### src/rtl/frame_align_pkg.sv
`timescale 1ns/1ps
// Shared types for the fragment aligner.
package frame_align_pkg;
    // Framing states of the alignment tracker.
    typedef enum logic [1:0] {
        FA_SEARCH = 2'd0,   // looking for any marker fragment
        FA_HUNT   = 2'd1,   // marker found, confirming over several words
        FA_LOCKED = 2'd2    // framing confirmed, words are delivered
    } fa_state_e;
endpackage

### src/rtl/fa_align_fsm.sv
`timescale 1ns/1ps
// Alignment tracker: counts fragments modulo FRAGS and runs the
// search / confirm / locked state machine on the marker bit.
// Assumes the marker is 1 only in the first fragment of a word.
module fa_align_fsm
    import frame_align_pkg::*;
#(
    parameter int FRAGS      = 5,
    parameter int LOCK_WORDS = 4,
    parameter int MISS_LIMIT = 2,
    localparam int SLOT_W    = $clog2(FRAGS),
    localparam int RUN_MAX   = (LOCK_WORDS > MISS_LIMIT) ? LOCK_WORDS : MISS_LIMIT,
    localparam int RUN_W     = $clog2(RUN_MAX + 1)
) (
    input  logic              clk_i,
    input  logic              rst_ni,
    input  logic              marker_i,
    output logic [SLOT_W-1:0] slot_o,
    output logic              last_o,
    output logic              locked_o,
    output logic              align_err_o
);
    fa_state_e         state_q;
    logic [SLOT_W-1:0] cnt_q;
    logic [RUN_W-1:0]  run_q;
    logic              err_q;
    logic              slot0;

    // Slot of the fragment now at the input; a searching tracker treats it as slot 0.
    always_comb begin
        slot_o = (state_q == FA_SEARCH) ? '0 : cnt_q;
        slot0  = (slot_o == '0);
    end

    // Fragment counter and framing state machine.
    always_ff @(posedge clk_i) begin
        if (!rst_ni) begin
            state_q <= FA_SEARCH;
            cnt_q   <= '0;
            run_q   <= '0;
            err_q   <= 1'b0;
        end else begin
            cnt_q <= (slot_o == SLOT_W'(FRAGS - 1)) ? '0 : slot_o + SLOT_W'(1);
            case (state_q)
                FA_SEARCH: begin
                    if (marker_i) begin
                        if (LOCK_WORDS == 1) begin
                            state_q <= FA_LOCKED;
                            run_q   <= '0;
                            err_q   <= 1'b0;
                        end else begin
                            state_q <= FA_HUNT;
                            run_q   <= RUN_W'(1);
                        end
                    end
                end
                FA_HUNT: begin
                    if (slot0) begin
                        if (!marker_i) begin
                            state_q <= FA_SEARCH;
                            run_q   <= '0;
                        end else if (run_q == RUN_W'(LOCK_WORDS - 1)) begin
                            state_q <= FA_LOCKED;
                            run_q   <= '0;
                            err_q   <= 1'b0;
                        end else begin
                            run_q <= run_q + RUN_W'(1);
                        end
                    end
                end
                FA_LOCKED: begin
                    if (slot0) begin
                        if (marker_i) begin
                            run_q <= '0;
                        end else if (run_q == RUN_W'(MISS_LIMIT - 1)) begin
                            state_q <= FA_SEARCH;
                            run_q   <= '0;
                            err_q   <= 1'b1;
                        end else begin
                            run_q <= run_q + RUN_W'(1);
                        end
                    end
                end
                default: begin
                    state_q <= FA_SEARCH;
                    run_q   <= '0;
                end
            endcase
        end
    end

    // Status and word-completion outputs.
    always_comb begin
        locked_o    = (state_q == FA_LOCKED);
        last_o      = locked_o && (slot_o == SLOT_W'(FRAGS - 1));
        align_err_o = err_q;
    end
endmodule

### src/rtl/fa_word_gearbox.sv
`timescale 1ns/1ps
// Word gearbox: holds the first FRAGS-1 fragments by slot. On the last
// slot it joins them with the live fragment into one registered word.
// Assumes slot_i is valid every cycle and last_i marks a deliverable word.
module fa_word_gearbox #(
    parameter int FRAG_W  = 66,
    parameter int FRAGS   = 5,
    localparam int SLOT_W = $clog2(FRAGS),
    localparam int WORD_W = FRAG_W * FRAGS
) (
    input  logic              clk_i,
    input  logic              rst_ni,
    input  logic [FRAG_W-1:0] frag_i,
    input  logic [SLOT_W-1:0] slot_i,
    input  logic              last_i,
    output logic [WORD_W-1:0] word_o,
    output logic              valid_o
);
    logic [WORD_W-1:0] word_d;
    logic [WORD_W-1:0] word_q;
    logic              valid_q;

    for (genvar s = 0; s < FRAGS - 1; s++) begin : g_slot
        logic [FRAG_W-1:0] hold_q;
        // Capture the fragment that belongs to slot s.
        always_ff @(posedge clk_i) begin
            if (!rst_ni)                       hold_q <= '0;
            else if (slot_i == SLOT_W'(s))     hold_q <= frag_i;
        end
        assign word_d[s*FRAG_W +: FRAG_W] = hold_q;
    end
    assign word_d[(FRAGS-1)*FRAG_W +: FRAG_W] = frag_i;

    // Register the completed word and its strobe.
    always_ff @(posedge clk_i) begin
        if (!rst_ni) begin
            word_q  <= '0;
            valid_q <= 1'b0;
        end else begin
            valid_q <= last_i;
            if (last_i) word_q <= word_d;
        end
    end

    assign word_o  = word_q;
    assign valid_o = valid_q;
endmodule

### src/rtl/lane_frame_aligner.sv
`timescale 1ns/1ps
// Multi-lane fragment aligner and word reassembler (top).
// Merges the lane slices into one fragment per frame cycle, tracks the
// marker framing and delivers each reassembled word with a strobe.
// Assumes every fragment carries a marker bit at MARK_BIT.
module lane_frame_aligner #(
    parameter int LANES      = 11,
    parameter int LANE_BITS  = 6,
    parameter int FRAGS      = 5,
    parameter int MARK_BIT   = 0,
    parameter int ORBIT_BIT  = 1,
    parameter int LOCK_WORDS = 4,
    parameter int MISS_LIMIT = 2,
    localparam int FRAG_W    = LANES * LANE_BITS,
    localparam int WORD_W    = FRAG_W * FRAGS,
    localparam int SLOT_W    = $clog2(FRAGS)
) (
    input  logic              clk_i,
    input  logic              rst_ni,
    input  logic [FRAG_W-1:0] lane_data_i,
    output logic [WORD_W-1:0] word_o,
    output logic              word_valid_o,
    output logic              orbit_o,
    output logic              locked_o,
    output logic              align_err_o
);
    logic [FRAG_W-1:0] frag;
    logic [SLOT_W-1:0] slot;
    logic              last;

    // Lane l contributes its slice to the fragment.
    for (genvar l = 0; l < LANES; l++) begin : g_lane
        assign frag[l*LANE_BITS +: LANE_BITS] = lane_data_i[l*LANE_BITS +: LANE_BITS];
    end

    fa_align_fsm #(
        .FRAGS      (FRAGS),
        .LOCK_WORDS (LOCK_WORDS),
        .MISS_LIMIT (MISS_LIMIT)
    ) align_i (
        .clk_i       (clk_i),
        .rst_ni      (rst_ni),
        .marker_i    (frag[MARK_BIT]),
        .slot_o      (slot),
        .last_o      (last),
        .locked_o    (locked_o),
        .align_err_o (align_err_o)
    );

    fa_word_gearbox #(
        .FRAG_W (FRAG_W),
        .FRAGS  (FRAGS)
    ) gear_i (
        .clk_i   (clk_i),
        .rst_ni  (rst_ni),
        .frag_i  (frag),
        .slot_i  (slot),
        .last_i  (last),
        .word_o  (word_o),
        .valid_o (word_valid_o)
    );

    // Orbit bit of the delivered word, qualified by the strobe.
    assign orbit_o = word_valid_o & word_o[ORBIT_BIT];
endmodule

### config.mk
export PLATFORM = sky130hd
export DESIGN_NAME = lane_frame_aligner
export DESIGN_NICKNAME = d
export VERILOG_FILES = /design/src/rtl/frame_align_pkg.sv /design/src/rtl/fa_align_fsm.sv /design/src/rtl/fa_word_gearbox.sv /design/src/rtl/lane_frame_aligner.sv
export SDC_FILE = /design/constraint.sdc
export NUM_CORES = 1
export LEC_CHECK = 0
export BUFFER_PORTS_ARGS = -buffer_cell sky130_fd_sc_hd__clkbuf_2
export CAP_MARGIN = 20
export CORE_ASPECT_RATIO = 1.1
export CORE_MARGIN = 1.5
export CORE_UTILIZATION = 45
export CTS_CLUSTER_DIAMETER = 120
export DETAILED_ROUTE_END_ITERATION = 7
export PLACE_DENSITY = 0.69
export SYNTH_ARGS = -nofsm -noshare
export SYNTH_HDL_FRONTEND = slang
export SYNTH_SLANG_ARGS = --single-unit
### constraint.sdc
create_clock -name clk_i -period 2.6 [get_ports clk_i]
set_input_delay 0.13 -clock clk_i [delete_from_list [all_inputs] [get_ports clk_i]]
set_output_delay 0.13 -clock clk_i [all_outputs]
set_load 0.005 [all_outputs]
# After elaboration in Yosys (flattened, before gate mapping)
# Cells that the tools add are included.
[totals]
ff_bits = 604
out_inout_bits = 334
elab_cells = 62
[classes]
n_addsub = 2
eq_ne = 16
n_mux = 24
bitwise_logic = 2
reduce_logical = 8
[op_table]
columns = ["op", "count"]
rows = [
  ["$mux 3", 8],
  ["$mux 2", 7],
  ["$eq 3x2->1 const B", 3],
  ["$pmux 3 s3", 1],
  ["$ne 2x1->1 const B", 4],
  ["$reduce_and 7->1", 1],
  ["$add 3x1->3 const B", 2],
  ["$eq 3x1->1 const B", 2],
  ["$mux 1", 6],
  ["$ne 2x2->1 const B", 3],
  ["$pmux 2 s3", 1],
  ["$reduce_and 6->1", 1],
  ["$eq 3x3->1 const B", 1],
  ["$logic_not 3->1", 1],
  ["$ne 3x2->1 const B", 1],
  ["$reduce_and 3->1", 1],
  ["$eq 2x1->1 const B", 1],
  ["$eq 2x2->1 const B", 1],
  ["$logic_not 2->1", 1],
  ["$pmux 1 s2", 1],
  ["$reduce_bool 2->1", 1],
  ["$reduce_or 2->1", 1],
  ["$and 1x1->1", 1],
  ["$logic_and 1x1->1", 1],
  ["$not 1->1", 1],
]

# Longest topological paths before layout
# Gate-level depths: netlist (run 1).
[logic_depth]
depth_word = 5
ltp_mapped = 10

# By module
# A second synthesis (run 1) with hierarchy kept.
[unflattened]
cells_unflattened = 2067
area_unflattened_um2 = 22550.4
[by_module_without_submodules]
columns = ["mod", "n_inst", "cells_each", "area_per_inst_um2"]
rows = [
  ["fa_word_gearbox", 1, 1995, 21891.0],
  ["fa_align_fsm", 1, 71, 653.1],
  ["lane_frame_aligner", 1, 1, 6.3],
]

# Worst setup path before layout (run 1)
# No wires, ideal clock.
[synth_timing]
path_kind = "reg-to-reg"
start = "reg align_i.state_q[0]"
end = "reg gear_i.g_slot[3].hold_q[25]"
setup_ns = 0.116
arrival_time_ns = 2.034
t_required_ns = 2.484
slack_ns = 0.450
path_stages_with_launch = 11
n_path_buf = 4
path_cell_list = "dfxtp_1 clkbuf_1 o21ai_0 inv_1 ha_1 ha_1 clkbuf_1 buf_2 buf_2 mux2i_1 nor2b_1"
[synth_via]
elab_chain_cells = 3
[synth_lines]
columns = ["item", "line_no", "rtl"]
rows = [
  ["start: declaration", "fa_align_fsm.sv:23", "fa_state_e state_q;"],
  ["start signal: assignment", "fa_align_fsm.sv:38", "state_q <= FA_SEARCH;"],
  ["start signal: assignment", "fa_align_fsm.sv:48", "state_q <= FA_LOCKED;"],
  ["start signal: assignment", "fa_align_fsm.sv:52", "state_q <= FA_HUNT;"],
  ["$logic_not 2->1", "fa_align_fsm.sv:31", "slot_o = (state_q == FA_SEARCH) ? '0 : cnt_q;"],
  ["$mux 3", "fa_align_fsm.sv:31", ""],
  ["$eq 3x2->1", "fa_word_gearbox.sv:28", "else if (slot_i == SLOT_W'(s)) hold_q <= frag_i;"],
  ["end signal: assignment", "fa_word_gearbox.sv:28", ""],
  ["end: declaration", "fa_word_gearbox.sv:24", "logic [FRAG_W-1:0] hold_q;"],
]
# Every way passes these cells.
# A chain may end at the register's enable or synchronous reset.

# Worst setup path in the final report (run 1)
[layout_timing]
start = "reg align_i.state_q[1]"
end = "reg gear_i.word_q[94] (netlist: gear_i.word_o[94])"
[layout_via]
elab_chain_cells = 4
word_cells_on_any_way = 5
cone_classes = "2 x eq/ne; 1 x mux; 2 x reduce/logical"
[layout_lines]
columns = ["item", "line_no", "rtl"]
rows = [
  ["$logic_not 2->1", "fa_align_fsm.sv:31", ""],
  ["$mux 3", "fa_align_fsm.sv:31", ""],
  ["$eq 3x3->1", "fa_align_fsm.sv:95", "last_o = locked_o && (slot_o == SLOT_W'(FRAGS - 1));"],
  ["$logic_and 1x1->1 *", "fa_align_fsm.sv:95", ""],
  ["end signal: assignment", "fa_word_gearbox.sv:41", "if (last_i) word_q <= word_d;"],
  ["end: declaration", "fa_word_gearbox.sv:20", "logic [WORD_W-1:0] word_q;"],
]
# Mark *: on every way between the ends. The rest lies on a longest branch, timed or not.

==> qor.txt, run 1 <==
status: completed
CP arrival: 2.69 ns
most frequent cells in the layout: nand2_1, dfxtp_1, a21boi_0, clkbuf_2, a21boi_1
Clock transition at path regs: 0.06 ns
first-pass GRT wire length: 95100 um
DRC: 0
YS warnings: 0
syn_nets: 2665
H-tree depth: 2
DRT antenna net count: 0
nature of the critical path endpoint: register
full die area: 51200 um2
fin nets: 3035
Iteration-0 DRC Markers: 1075
num ports: 402
initial antenna violation count: 0
Synth Flop Type: dfxtp_1
# fillers: 4447
post-layout min period: 2.17 ns
crit share post-route: 83.4%
Worst Slack Setup Final: 0.431 ns
clock power share: 45.9%
Worst Hold Class: in2reg
Pwr Total: 0.0188 W
count of final setup violators: 0
Post-synth EDFFs: 0
synthesized area: 22400 um2
critical path startpoint category: register
reg2reg start: align_i.state_q[1]$_SDFFE_PN0P_
Max-cap violations: 0
Post-Syn Instances: 2587
post-route cell area: 27600 um2
Final Hold Vio Count: 0
switch share: 21.4%
area delta synth->final: 23.0%
I/O Buffers: 401
WS Path Type: reg2reg
Die X: 216 um
overflow left after global routing: 0
Cell Area, Placed: 25000 um2
vias: 18300
Max IR drop VDD: 0.579 mV
setup TNS: 0 ns
Num CTS Buffers: 58
commonest non-fill, non-tap cell in the layout: nand2_1
final wirelength: 60700 um
vias in the first global route: 17600
combinational power share: 4.0%
multi-input logic area: 9510 um2
flops & latches, synth: 604
ratio of cells with drive above 1 in the final layout: 17.8%
CTS Sinks: 604
CTS tree: done
Syn Area/Cell: 8.67 um2
post-synthesis sequential area ratio: 53.9%
total iterations of the first detailed-routing run: 5
Post-synth ARST share: 0%
CP required: 3.12 ns
Antenna Cells: 0
post-CTS setup buffers: 0
switching power: 0.00402 W
RSZ-0062 raised after global routing: no
largest net degree at the start of global routing: 125
clk root buf: clkbuf_16
Core ar.: 49100 um2
drt via density: 5.01
Clock Tree Buf Depth: 3
CP Launch Point: align_i.state_q[1]$_SDFFE_PN0P_
Std-Cell Rows: 85
Hold Crit Start: lane_data_i[6]
GRT Total Usage: 23.0%
Max Transition Viols Final: 0
Synth cell types: 34
Crit Path Max Fanout: 46
Initial Util: 45.7%
slew of the pin with the lowest slew margin: 0.580 ns
fmax: 461 MHz
Detailed Place HPWL: 37700 um
clock insertion delay at the later pin of the skew report: 0.61 ns
slew margin rel.: 61.3%
gpl congestion: 0.789
sequential share of power: 50.2%
final hold slack: 0.365 ns
Final Skew: 0.0175 ns
pre-CTS setup slack: 0.426 ns
die height: 237 um
P_int: 0.0148 W
LEAKAGE: 10.3 nW
pwr dens: 681 nW/um2
Routed wire per std cell: 16.6 um
Seq. cell area: 12100 um2
post-cts resize count: 0
==> routing by layer <==
layer,global-route usage (%),wire [um],vias to the layer above
li1,-,-,9042
met1,29.4,26600,8743
met2,38.8,29400,401
met3,4.18,3100,102
met4,8.44,1650,0
met5,0,0,-
==> synth_stat cells, drive strengths merged (2+ instances only) <==
| cell | instances | share of area [%] |
|---|---|---|
| a211oi | 2 | 0.067 |
| a21boi | 531 | 18 |
| a21oi | 2 | 0.045 |
| and2 | 5 | 0.14 |
| buf | 89 | 2.0 |
| clkbuf | 103 | 1.7 |
| dfxtp | 604 | 54 |
| ha | 10 | 0.56 |
| inv | 10 | 0.17 |
| mux2i | 67 | 3.0 |
| nand2 | 1061 | 18 |
| nand2b | 2 | 0.067 |
| nor2 | 9 | 0.16 |
| nor2b | 69 | 1.9 |
| o21ai | 10 | 0.24 |
==> through the flow <==
step | cells | util, %
after floorplan | 2587 | -
after global placement | 3482 | 50.8
after detailed placement | 3482 | 50.8
after CTS | 3653 | 56.1
after global routing | 3653 | 56.1
final | 3653 | 56.1
==> path summary, 6_finish.rpt <==
kind,endpoint,slack [ns],depth (start not counted)
worst min register to register,gear_i.word_o[214]$_SDFFE_PN0P_,0.45,2
worst min-delay path,gear_i.g_slot[1].hold_q[6]$_SDFFE_PN0N_,0.37,4
worst max-delay path,gear_i.word_o[94]$_SDFFE_PN0P_,0.43,8
worst max register to register,gear_i.word_o[94]$_SDFFE_PN0P_,0.43,8
==> cell type report <==
cell class                 count  area share, %
timing repair buffer         502           11.5
inverter                      10          0.136
clock inverter                13          0.635
tap                          652           2.96
multi-input combinational   1781           34.5
clock buffer                  91           6.45
sequential                   604           43.8
==> power groups by stage <==
stage               clock network (W)  logic [W]  registers, W
detailed placement                  0   0.000665       0.00964
CTS                           0.00878   0.000746       0.00943
global placement                    0   0.000649       0.00963
global route                  0.00918   0.000811       0.00944
floorplan                           0   0.000395       0.00962
finish                        0.00862   0.000745       0.00943
==> state kept, by name, summed over array words and instances, names as in the netlist <==
signal / count
align_i.cnt_q: 3
align_i.run_q: 3
gear_i.g_slot.hold_q: 264
align_i.state_q: 2
gear_i.valid_o: 1
align_i.align_err_o: 1
gear_i.word_o: 330
==> what timing repair did <==
action	4_1_cts	5_1_grt
setup endpoints to repair	0	0
hold buffers	67	0
endpoints found under the hold margin	342	0
==> cells by family after synthesis <==
| group | Yosys count | synth area share [%] |
|---|---|---|
| compound gates | 552 | 18.4 |
| fa+ha+maj | 10 | 0.558 |
| buf+inv | 202 | 3.92 |
| flops | 604 | 53.9 |
| mux | 67 | 2.99 |
| simple gates | 1152 | 20.2 |
==> worst max-delay path, stage by stage (launching register included) <==
cell and delay, ns:
dfxtp_1 0.34, o21ai_0 0.34, ha_1 0.30, nand2_1 0.13, nor2_4 0.14, buf_12 0.24, buf_12 0.26, nand2_1 0.10
a21boi_0 0.18
(Power assumes the default switching activity.)
==> run 2: changes to the inputs <==
Clock period 2.6 ns to 2.1 ns, I/O delays scaled along.
==> qor.txt, run 2 (synthesized netlist as in run 1, its figures left out) <==
Iteration-0 DRC Markers: 1080
Max Transition Viols Final: 0
Routed wire per std cell: 16.6 um
M2 GR Usage: 39.5%
combinational power share: 3.9%
total iterations of the first detailed-routing run: 5
overflow left after global routing: 0
DRT antenna net count: 0
LEAKAGE: 10.5 nW
Core ar.: 49100 um2
initial antenna violation count: 0
fin nets: 3058
largest net degree at the start of global routing: 118
clock power share: 46.8%
most frequent cells in the layout: nand2_1, dfxtp_1, a21boi_0, clkbuf_2, a21boi_1
Die X: 216 um
GR peak layer: met2
fmax: 509 MHz
full die area: 51200 um2
CTS tree: done
worst hold stages: 4
Initial Util: 45.7%
clk root buf: clkbuf_16
final hold slack: 0.334 ns
CP arrival: 2.46 ns
vias in the first global route: 17700
RSZ-0062 raised after global routing: no
Clock transition at path regs: 0.06 ns
commonest non-fill, non-tap cell in the layout: nand2_1
CTS Sinks: 604
Worst Hold Class: in2reg
sequential share of power: 49.3%
Final Skew: 0.0202 ns
Num CTS Buffers: 60
Max-cap violations: 0
post-cts resize count: 0
slew margin rel.: 67.0%
gpl congestion: 0.792
Final Hold Vio Count: 0
switching power: 0.00506 W
pwr dens: 847 nW/um2
status: completed
count of final setup violators: 0
GRT Total Usage: 23.1%
DRC: 0
grt met1 use: 29.5%
drt via density: 5.01
Antenna Cells: 0
vias: 18400
I/O Buffers: 401
crit share post-route: 93.5%
utilization after layout: 56.9%
Max IR drop VDD: 0.620 mV
P_int: 0.0186 W
CP required: 2.59 ns
clock insertion delay at the later pin of the skew report: 0.62 ns
max reg flops: 330
num ports: 402
slew of the pin with the lowest slew margin: 0.496 ns
die height: 237 um
Reg2Reg Depth: 7
first-pass GRT wire length: 95800 um
final wirelength: 61000 um
H-tree depth: 2
WS Path Type: reg2reg
ratio of cells with drive above 1 in the final layout: 18.5%
post-layout min period: 1.96 ns
Clock Tree Buf Depth: 3
critical path startpoint category: register
switch share: 21.4%
Detailed Place HPWL: 38800 um
M3 GR Usage: 4.58%
post-CTS setup buffers: 0
Std-Cell Rows: 85
nature of the critical path endpoint: register
area delta synth->final: 24.6%
Crit Path Max Fanout: 6
## run 2: cell count changes in the layout (fill, tap and decap cells not counted), sizes merged
cell    delta
clkbuf     -6
buf       +21
bufinv     +4
clkinv     +7
## run 2: worst paths after layout
kind | from | end | slack (ns)
hold reg to reg | gear_i.g_slot[3].hold_q[57]$_SDFFE_PN0N_ | gear_i.word_o[255]$_SDFFE_PN0P_ | 0.44
setup reg to reg | align_i.state_q[1]$_SDFFE_PN0P_ | align_i.run_q[0]$_SDFFE_PN0P_ | 0.14
hold / removal | lane_data_i[38] | gear_i.g_slot[1].hold_q[38]$_SDFFE_PN0N_ | 0.33
setup / recovery | align_i.state_q[1]$_SDFFE_PN0P_ | align_i.run_q[0]$_SDFFE_PN0P_ | 0.14
## run 2: area by class of cell
cell class              instances  area, um2
multi-input cells            1781       9510
clock inverters                24        334
flip-flops and latches        604      12100
well taps                     652        816
clock buffers                  85       1710
fillers                      4412      21200
repair buffers                523       3460
inverters                      10       37.5
## run 2: per-stage QoR
| step | cells | power, W | setup slack [ns] | instance area [um2] | setup TNS (ns) |
|---|---|---|---|---|---|
| after floorplan | 2587 | 0.0124 | -0.0501 | 22400 | -2.57 |
| after global placement | 3503 | 0.0127 | 0.297 | 25200 | 0 |
| after detailed placement | 3503 | 0.0128 | 0.136 | 25200 | 0 |
| after CTS | 3679 | 0.0239 | 0.142 | 28000 | 0 |
| after global routing | 3679 | 0.0245 | 0.00286 | 28000 | 0 |
| final | 3679 | 0.0237 | 0.136 | 28000 | 0 |
## run 2: power groups by stage
stage | registers, W | clock network, W | logic (W)
floorplan | 0.0119 | 0 | 0.000489
detailed placement | 0.0119 | 0 | 0.000833
global placement | 0.0119 | 0 | 0.000816
CTS | 0.0117 | 0.0113 | 0.000933
global route | 0.0117 | 0.0118 | 0.00101
finish | 0.0117 | 0.0111 | 0.000930
## run 2: per-layer routing
layer	vias to the layer above	wire [um]	part of all wire [%]
li1	9092	-	-
met1	8844	26800	44
met2	422	29800	49
met3	88	3130	5.1
met4	0	1290	2.1
met5	-	0	0
## run 2: worst max-delay path, cell delays in order, from the launching register on
cell and delay, ns:
dfxtp_1 0.34, o21ai_0 0.15, ha_1 0.25, buf_4 0.17
nor2b_1 0.16, a211oi_1 0.45, o21ai_0 0.16, o311a_1 0.15
## run 2: repair_timing
item / CTS / global route
hold endpoints to repair: 356 / 0
hold buffers: 67 / 0
setup endpoints to repair: 0 / 0
==> run 3: changes to the inputs <==
Settings changed: ABC_AREA set to 1.
==> qor.txt, run 3 <==
Synth area leaders: dfxtp_1, o21ai_0, nor2_1, a21oi_1, inv_1
first-pass GRT wire length: 89800 um
Detailed Place HPWL: 37100 um
Std-Cell Rows: 83
Worst Hold Class: in2reg
full die area: 48900 um2
most frequent cells in the layout: dfxtp_1, nor2_1, o21ai_0
LEAKAGE: 11.0 nW
post-synthesis sequential area ratio: 56.5%
slew margin rel.: 66.7%
r2r setup slk: 0.008 ns
post-layout min period: 2.09 ns
Post-synth ARST share: 0%
Yosys top cell by area: dfxtp_1
H-tree depth: 2
Synth cell types: 21
RR Endpoint: gear_i.word_o[317]$_SDFFE_PN0P_
Hold Path End: gear_i.g_slot[3].hold_q[6]$_SDFFE_PN0N_
worst hold stages: 4
YS warnings: 0
clock insertion delay at the later pin of the skew report: 0.61 ns
WS Path Type: reg2reg
Routed wire per std cell: 15.4 um
overflow left after global routing: 0
reg2reg start: align_i.state_q[1]$_SDFFE_PN0P_
Pwr Total: 0.0275 W
I/O Buffers: 401
GRT Total Usage: 22.8%
slew of the pin with the lowest slew margin: 0.500 ns
count of final setup violators: 0
Num CTS Buffers: 57
combinational power share: 13.9%
ratio of cells with drive above 1 in the final layout: 18.0%
DRC: 0
vias in the first global route: 17200
vias: 18500
num ports: 402
Buffers & Inverters on Critical Path: 3
CTS Sinks: 604
largest delay contributor family on the critical path: buffers and inverters
die height: 232 um
Max IR drop VDD: 0.693 mV
Post-synth EDFFs: 0
P_int: 0.0201 W
total iterations of the first detailed-routing run: 5
clock power share: 38.7%
CP arrival: 2.56 ns
commonest non-fill, non-tap cell in the layout: dfxtp_1
switching power: 0.00747 W
crit share post-route: 99.6%
Max-cap violations: 0
gpl congestion: 0.810
fmax: 478 MHz
synthesized area: 21400 um2
post-CTS setup buffers: 0
fin nets: 3129
RSZ-0062 raised after global routing: yes
Synth top area share: 56.5%
initial antenna violation count: 0
Post-Syn Instances: 2671
clk root buf: clkbuf_16
Syn Area/Cell: 8.01 um2
flops & latches, synth: 604
Die X: 211 um
Final Skew: 0.0131 ns
Hold Crit Start: lane_data_i[6]
Core ar.: 46800 um2
critical-path cell list: nor2_2 > inv_2 > nand2_1 > ha_2 > nand4_1 > buf_12 > buf_16 > o21ai_0 > a21oi_1
Synth Flop Type: dfxtp_1
pwr dens: 1040 nW/um2
CP required: 2.57 ns
slowest cell delay on critical path: 0.32 ns
drt via density: 4.96
Antenna Cells: 0
syn_nets: 2749
Clock transition at path regs: 0.06 ns
DRT antenna net count: 0
most common library cells after synthesis: dfxtp_1, nor2_1, o21ai_0
sequential share of power: 47.3%
Iteration-0 DRC Markers: 1447
critical path startpoint category: register
nature of the critical path endpoint: register
Slowest-stage cell, CP: dfxtp_1
setup TNS: 0 ns
max reg flops: 330
largest net degree at the start of global routing: 134
area delta synth->final: 23.6%
final wirelength: 57500 um
Reg2Reg Depth: 9
switch share: 27.1%
CP Launch Point: align_i.state_q[1]$_SDFFE_PN0P_
Initial Util: 45.7%
most numerous cell in the Yosys netlist: dfxtp_1
Max Transition Viols Final: 0
status: completed
Clock Tree Buf Depth: 3
CTS tree: done
Crit Path Max Fanout: 131
Final Hold Vio Count: 0
[run 3: per-layer routing]
| layer | part of all wire [%] | vias to the layer above | global-route usage (%) | routed length [um] |
|---|---|---|---|---|
| met3 | 5.9 | 103 | 4.31 | 3390 |
| met4 | 2.7 | 0 | 7.70 | 1570 |
| met2 | 48 | 549 | 38.6 | 27600 |
| li1 | - | 9308 | - | - |
| met1 | 43 | 8551 | 29.3 | 24900 |
| met5 | 0 | - | 0 | 0 |
[run 3: metrics by stage]
step | area [um2] | setup WS, ns | hold WS (ns) | utilization [%] | cells
floorplan | 21400 | 0.112 | 0.208 | - | 2671
global placement | 23800 | 0.0808 | 0.409 | 50.8 | 3562
detailed placement | 23800 | -0.00127 | 0.415 | 50.8 | 3562
CTS | 26400 | 0.000107 | 0.314 | 56.5 | 3734
global route | 26400 | -0.0623 | 0.356 | 56.5 | 3734
finish | 26400 | 0.00813 | 0.344 | 56.5 | 3734
[run 3: worst min-delay path, cell delays in order]
cell,delay [ns]
dlygate4sd3_1,0.52
clkbuf_2,0.15
nor2_1,0.05
nor2_1,0.08
[run 3: worst max-delay path by stage]
| stage | end | cells past startpoint |
|---|---|---|
| 4_1_cts | gear_i.word_o[123]$_SDFFE_PN0P_ | 9 |
| 6_report | gear_i.word_o[317]$_SDFFE_PN0P_ | 9 |
| 2_1_floorplan | gear_i.g_slot[3].hold_q[15]$_SDFFE_PN0N_ | 12 |
| 3_5_place_dp | gear_i.g_slot[1].hold_q[17]$_SDFFE_PN0N_ | 10 |
| 5_1_grt | gear_i.word_o[317]$_SDFFE_PN0P_ | 9 |
| 3_3_place_gp | gear_i.g_slot[1].hold_q[23]$_SDFFE_PN0N_ | 10 |
[run 3: repair_timing]
action,in CTS,in global routing
endpoints found under the hold margin,356,0
hold buffers,67,0
gates resized for setup,2,1
endpoints found under the setup margin,29,43
[run 3: final cells by class]
class | count | area (um2)
inverters | 351 | 1320
fillers | 4277 | 20400
well taps | 637 | 797
clock buffers | 89 | 1770
multi-input cells | 1520 | 7010
clock inverters | 16 | 198
repair buffers | 517 | 3260
flip-flops and latches | 604 | 12100
[run 3: cells by family (layout without fill, tap and decap cells)]
| group | after synthesis | count (layout) | synth area share, % |
|---|---|---|---|
| compound gates | 937 | 937 | 21.9 |
| simple gates | 573 | 573 | 10.2 |
| buf+inv | 547 | 973 | 10.7 |
| flops | 604 | 604 | 56.5 |
| fa+ha+maj | 10 | 10 | 0.585 |
[run 3: power groups by stage]
stage	clock [W]	combinational, W	sequential, W
after floorplan	0	0.00266	0.0132
after global placement	0	0.00362	0.0133
after detailed placement	0	0.00374	0.0133
after CTS	0.0108	0.00386	0.0130
after global routing	0.0113	0.00435	0.0132
final	0.0107	0.00384	0.0130
